File: src/rtl/spi_cmd_pkg.sv
package spi_cmd_pkg;
  localparam int CMD_W  = 8;
  localparam int ADDR_W = 5;

  typedef enum logic [1:0] {
    OP_READ  = 2'd0,
    OP_WRITE = 2'd1,
    OP_OTHER = 2'd2
  } op_e;

  function automatic op_e decode_op(input logic [CMD_W-1:0] code);
    case (code[7:5])
      3'b000:  return OP_READ;
      3'b001:  return OP_WRITE;
      default: return OP_OTHER;
    endcase
  endfunction
endpackage

File: src/rtl/spi_in_sync.sv
module spi_in_sync #(
  parameter int   STAGES  = 2,
  parameter logic RST_VAL = 1'b0
) (
  input  logic clk,
  input  logic rst_n,
  input  logic din,
  output logic q
);
  logic [STAGES-1:0] chain;

  always_ff @(posedge clk or negedge rst_n) begin
    if (!rst_n) chain <= {STAGES{RST_VAL}};
    else        chain <= {chain[STAGES-2:0], din};
  end

  assign q = chain[STAGES-1];
endmodule

File: src/rtl/spi_shift_in.sv
module spi_shift_in #(
  parameter int BYTE_W = 8
) (
  input  logic              clk,
  input  logic              rst_n,
  input  logic              clear,
  input  logic              sample,
  input  logic              bit_in,
  output logic [2:0]        bit_cnt,
  output logic              byte_done,
  output logic [BYTE_W-1:0] byte_out
);
  logic [BYTE_W-2:0] sh;

  always_ff @(posedge clk or negedge rst_n) begin
    if (!rst_n) begin
      sh      <= '0;
      bit_cnt <= '0;
    end else if (clear) begin
      bit_cnt <= '0;
    end else if (sample) begin
      sh      <= {sh[BYTE_W-3:0], bit_in};
      bit_cnt <= bit_cnt + 3'd1;
    end
  end

  assign byte_done = sample && !clear && (bit_cnt == 3'd7);
  assign byte_out  = {sh, bit_in};
endmodule

File: src/rtl/spi_lane_sel.sv
module spi_lane_sel #(
  parameter int DATA_BYTES = 4,
  localparam int CNT_W  = $clog2(DATA_BYTES + 1),
  localparam int LANE_W = (DATA_BYTES > 1) ? $clog2(DATA_BYTES) : 1
) (
  input  logic [CNT_W-1:0]  idx,
  input  logic [CNT_W-1:0]  len,
  input  logic              msb_first,
  output logic [LANE_W-1:0] lane
);
  logic [CNT_W-1:0] rev;

  always_comb begin
    rev  = len - CNT_W'(1) - idx;
    lane = msb_first ? rev[LANE_W-1:0] : idx[LANE_W-1:0];
  end
endmodule

File: src/rtl/spi_cmd_slave.sv
module spi_cmd_slave
  import spi_cmd_pkg::*;
#(
  parameter int DATA_BYTES    = 4,
  parameter int MSB_LAST_ADDR = 8,
  parameter int SYNC_STAGES   = 2,
  localparam int CNT_W  = $clog2(DATA_BYTES + 1),
  localparam int LANE_W = (DATA_BYTES > 1) ? $clog2(DATA_BYTES) : 1,
  localparam int WORD_W = 8 * DATA_BYTES
) (
  input  logic              clk,
  input  logic              rst_n,
  input  logic              spi_sck,
  input  logic              spi_csn,
  input  logic              spi_mosi,
  output logic              spi_miso,
  input  logic [7:0]        status_in,
  input  logic              bank_sel,
  input  logic [CNT_W-1:0]  reg_len,
  input  logic [WORD_W-1:0] rd_data,
  output logic              cmd_valid,
  output logic [1:0]        cmd_op,
  output logic [7:0]        cmd_code,
  output logic [4:0]        cmd_addr,
  output logic              wr_valid,
  output logic [WORD_W-1:0] wr_data
);
  localparam logic [CNT_W-1:0] MAX_LEN = CNT_W'(DATA_BYTES);

  logic sck_s, csn_s, mosi_s;
  logic sck_p, csn_p;
  logic sck_rise, sck_fall, csn_fall;

  spi_in_sync #(.STAGES(SYNC_STAGES), .RST_VAL(1'b0)) u_sck_sync (
    .clk(clk), .rst_n(rst_n), .din(spi_sck), .q(sck_s));
  spi_in_sync #(.STAGES(SYNC_STAGES), .RST_VAL(1'b1)) u_csn_sync (
    .clk(clk), .rst_n(rst_n), .din(spi_csn), .q(csn_s));
  spi_in_sync #(.STAGES(SYNC_STAGES), .RST_VAL(1'b0)) u_mosi_sync (
    .clk(clk), .rst_n(rst_n), .din(spi_mosi), .q(mosi_s));

  always_ff @(posedge clk or negedge rst_n) begin
    if (!rst_n) begin
      sck_p <= 1'b0;
      csn_p <= 1'b1;
    end else begin
      sck_p <= sck_s;
      csn_p <= csn_s;
    end
  end

  assign sck_rise = sck_s && !sck_p;
  assign sck_fall = !sck_s && sck_p;
  assign csn_fall = !csn_s && csn_p;

  // transaction state
  logic              active, cmd_done, load_pend;
  op_e               op_q;
  logic [4:0]        addr_q;
  logic [CNT_W-1:0]  dcnt, len_q;
  logic              msb_q;
  logic [WORD_W-1:0] rd_q, wr_acc, acc_next;
  logic [6:0]        tx_sh;
  logic              miso_q;

  logic [2:0] bit_cnt;
  logic       byte_done;
  logic [7:0] rx_byte;

  spi_shift_in #(.BYTE_W(8)) u_rx (
    .clk(clk), .rst_n(rst_n),
    .clear(csn_s || csn_fall || !active),
    .sample(active && sck_rise),
    .bit_in(mosi_s),
    .bit_cnt(bit_cnt),
    .byte_done(byte_done),
    .byte_out(rx_byte));

  logic [LANE_W-1:0] lane;

  spi_lane_sel #(.DATA_BYTES(DATA_BYTES)) u_lane (
    .idx(dcnt), .len(len_q), .msb_first(msb_q), .lane(lane));

  logic       in_range, last_byte;
  logic [7:0] next_tx;
  logic [CNT_W-1:0] eff_len;

  always_comb begin
    in_range  = dcnt < len_q;
    last_byte = dcnt == (len_q - CNT_W'(1));
    acc_next  = wr_acc;
    acc_next[8*lane +: 8] = rx_byte;
    next_tx   = (op_q == OP_READ && in_range) ? rd_q[8*lane +: 8] : 8'h00;
    eff_len   = (reg_len == '0 || reg_len > MAX_LEN) ? MAX_LEN : reg_len;
  end

  always_ff @(posedge clk or negedge rst_n) begin
    if (!rst_n) begin
      active    <= 1'b0;
      cmd_done  <= 1'b0;
      load_pend <= 1'b0;
      op_q      <= OP_OTHER;
      addr_q    <= '0;
      dcnt      <= '0;
      len_q     <= MAX_LEN;
      msb_q     <= 1'b0;
      rd_q      <= '0;
      wr_acc    <= '0;
      tx_sh     <= '0;
      miso_q    <= 1'b0;
      cmd_valid <= 1'b0;
      cmd_code  <= '0;
      wr_valid  <= 1'b0;
      wr_data   <= '0;
    end else begin
      cmd_valid <= 1'b0;
      wr_valid  <= 1'b0;
      load_pend <= 1'b0;
      if (csn_s) begin
        active   <= 1'b0;
        cmd_done <= 1'b0;
        miso_q   <= 1'b0;
      end else if (csn_fall) begin
        active   <= 1'b1;
        cmd_done <= 1'b0;
        dcnt     <= '0;
        miso_q   <= status_in[7];
        tx_sh    <= status_in[6:0];
      end else if (active) begin
        if (byte_done) begin
          if (!cmd_done) begin
            cmd_done  <= 1'b1;
            cmd_valid <= 1'b1;
            cmd_code  <= rx_byte;
            op_q      <= decode_op(rx_byte);
            addr_q    <= rx_byte[4:0];
            load_pend <= 1'b1;
            dcnt      <= '0;
            wr_acc    <= '0;
          end else begin
            if (in_range && op_q == OP_WRITE) begin
              wr_acc <= acc_next;
              if (last_byte) begin
                wr_valid <= 1'b1;
                wr_data  <= acc_next;
              end
            end
            if (dcnt != MAX_LEN) dcnt <= dcnt + CNT_W'(1);
          end
        end
        if (load_pend) begin
          len_q <= eff_len;
          msb_q <= bank_sel && (int'(addr_q) <= MSB_LAST_ADDR);
          rd_q  <= rd_data;
        end
        if (sck_fall) begin
          if (bit_cnt == 3'd0 && cmd_done) begin
            miso_q <= next_tx[7];
            tx_sh  <= next_tx[6:0];
          end else begin
            miso_q <= tx_sh[6];
            tx_sh  <= {tx_sh[5:0], 1'b0};
          end
        end
      end
    end
  end

  assign spi_miso = miso_q;
  assign cmd_op   = op_q;
  assign cmd_addr = addr_q;
endmodule

File: config.mk
export PLATFORM = sky130hd
export DESIGN_NAME = spi_cmd_slave
export DESIGN_NICKNAME = d
export VERILOG_FILES = /design/src/rtl/spi_cmd_pkg.sv /design/src/rtl/spi_in_sync.sv /design/src/rtl/spi_shift_in.sv /design/src/rtl/spi_lane_sel.sv /design/src/rtl/spi_cmd_slave.sv
export SDC_FILE = /design/constraint.sdc
export NUM_CORES = 1
export LEC_CHECK = 0
export BUFFER_PORTS_ARGS = -buffer_cell sky130_fd_sc_hd__buf_2
export CAP_MARGIN = 20
export CORE_ASPECT_RATIO = 0.9
export CORE_MARGIN = 5
export CORE_UTILIZATION = 43
export DETAILED_ROUTE_END_ITERATION = 7
export GPL_TIMING_DRIVEN = 1
export MAX_ROUTING_LAYER = met4
export SYNTH_ARGS = -nofsm -noshare
export SYNTH_HDL_FRONTEND = slang
export SYNTH_SLANG_ARGS = --single-unit
File: constraint.sdc
create_clock -name clk -period 3.8 [get_ports clk]
set_input_delay 0.19 -clock clk [delete_from_list [all_inputs] [get_ports clk]]
set_output_delay 0.19 -clock clk [all_outputs]
set_load 0.05 [all_outputs]
==> flow_summary.ini <==
[pwr]
irDropWorstVdd_uv = 302
swShare_pct = 23.2
leakagePower_uw = 0.00415
power.switching_uw = 781
seq_power_share_pct = 47.0
pwr-share-comb_pct = 3.8
clockPowerShare_pct = 49.3
internal_power_uw = 2590
power_density_mw_per_mm2 = 388

[logic_synthesis]
synth_top_cell_area_share_pct = 47.9
ys_seq_area_share_pct = 49.8
syn-num-nets = 784
ys_types = 53
synthFlopType = dfrtp_1
synth_cells = 719
synth_largest_area_cell = dfrtp_1
synthArstFlopShare_pct = 100
synth-edff-count = 0
yosys_warnings = 0
ys_ff_latch = 143
synthTopCellsByArea = dfrtp_1 (48%), nand2_1 (8.3%), mux2_4 (6.3%)
syn_avg_cell_area_um2 = 10.0
syn_area_mm2 = 0.00720

[global_routing]
grt_max_degree = 85
grt_pass1_vias = 5551
use_met2_pct = 29.1
grt_usage_pct = 18.9
groute.layer.met1.usage_pct = 24.7
gr-usage-met3_pct = 4.48
grt_pass1_wl_um = 28700
gr-total-overflow = 0
grt.busiest_layer = met2
antenna_found_initial = 0

[routing]
drt_iter0_markers = 420
wl_per_cell_um = 16.6
dr.pass1.iters = 8
avgViaCountPerCell = 5.40
ant_nets = 0
remaining_drc_errors = 5
drt-total-wl_um = 17300
vias = 5628

[floorplanning]
io_pins = 99
rows = 44
fp.coreArea_mm2 = 0.0163
die_y_um = 133
dieArea_mm2 = 0.0194
start_util_pct = 44.2
die_w_um = 146

[run_status]
failed_checks = design-rule violations
status = finished, violations left

[timing]
period_needed_ns = 3.29
hold_viol = 0
drv_slew = 0
rsz0062_at_grt = false
slew_headroom_pct = 29.4
period_share_pct = 86.6
setup_viol = 0
tightest_slew_ns = 1.06
tns_ns = 0
max_freq_ghz = 0.304
fin_skew_ns = 0.0110

[cts]
h-tree-depth = 4
post_cts_resized = 0
cts_tree = done
cts_sinks = 143
root_buffer = clkbuf_16
holdBufCountCts = 34
cts_buffer_depth = 2
clkTransAtPathRegs_ns = 0.06
numCtsBuffers = 17
cts_setup_buffers = 0
worstSkewPairLatency_ns = 0.43

[worst_setup_path]
cp-end-kind = flop
path_max_fanout = 12
start_kind = flop
path_class = flop to flop
required_ns = 4.16
worstPathArrival_ns = 3.65

[flow_run]
cap_viol_max_count = 0

[final_layout]
area_growth_pct = 20.5
diodes = 0
utilization_pct = 53.3
drive_gt1_share_pct = 24.0
layout_commonest_cell = nand2_1
nNetsFinal = 887
layout_common_cells = nand2_1 (160), dfrtp_1 (138), buf_2 (97)

[min_path]
hold_class = primary input to flop

[placed_design]
dp_hpwl_um = 11900
io_buffers = 98
gp_congestion = 0.905
[power groups by stage]
stage	sequential, µW	combinational, µW	clock (µW)
final	1580	126	1660
after floorplan	1580	47.8	0
after global routing	1580	146	1770
after CTS	1580	129	1700
after detailed placement	1610	101	0
after global placement	1610	97.8	0
[cell families (layout without fill, tap and decap cells)]
| group | after synthesis | after routing | share of synthesized area [%] |
|---|---|---|---|
| simple gates | 277 | 277 | 19.3 |
| flops | 143 | 143 | 49.8 |
| compound gates | 123 | 123 | 11.2 |
| buf+inv | 103 | 219 | 6.44 |
| mux | 51 | 51 | 9.81 |
| fa+ha+maj | 16 | 16 | 2.78 |
| xor+xnor | 6 | 6 | 0.729 |
[worst max-delay path, cell delays in order (launching register included)]
cell	delay (ns)
dfrtp_1	0.37
inv_1	0.08
ha_1	0.36
xnor2_2	0.16
and2_1	0.23
xnor2_1	0.34
ha_1	0.47
nand2_1	0.11
nor3_2	0.38
nor2b_1	0.51
a22o_1	0.21
[worst paths after layout]
check	start	to	slack [ns]	depth (start not counted)
worst max-delay path	len_q[0]	wr_acc[7]	0.51	10
worst min-delay path	rd_data[15]	rd_q[15]	0.02	3
worst max register to register	len_q[0]	wr_acc[7]	0.51	10
worst min register to register	u_csn_sync.chain[0]	u_csn_sync.chain[1]	0.35	0
max in group asynchronous	rst_n	rd_q[21]	2.52	3
min in group asynchronous	rst_n	wr_acc[24]	0.39	2
[layout make-up]
class	instances	area, µm²
Clock inverter	14	158
Tap cell	207	259
Sequential cell	143	3580
Timing Repair Buffer	142	922
Multi-Input combinational cell	473	3160
Inverter	45	169
Clock buffer	18	429
Fill cell	1430	7610
[cells in the mapped netlist (14+ instances only)]
cell        n
nand2_1   160
dfrtp_1   138
a22o_1     32
mux2_2     17
inv_1      44
nor2_1     14
a21oi_1    19
clkbuf_1   34
nand2b_1   16
ha_1       16
o21ai_0    43
mux2_4     30
[flip-flops by register name, summed over array words and instances (netlist names), 7 cells and up]
signal	count
wr_acc	32
wr_data	32
rd_q	32
u_rx.sh	7
tx_sh	7
cmd_code	8
[routing by layer]
metal	wire [µm]	share of wire (%)
met1	7880	45
met2	8150	47
met3	928	5.4
met4	363	2.1
met5	0	0
[through the flow]
stage	power, µW	hold WS [ns]	worst slack, ns	area [µm²]	cells
final	3370	0.0193	0.509	8680	1042
after global routing	3500	0.0122	0.276	8680	1042
after CTS	3400	0.00219	0.531	8670	1041
after detailed placement	1710	0.296	0.535	7750	975
after global placement	1700	0.293	0.699	7730	974
after floorplan	1630	-0.106	0.916	7200	719
Power figures use the tool's default switching activity.
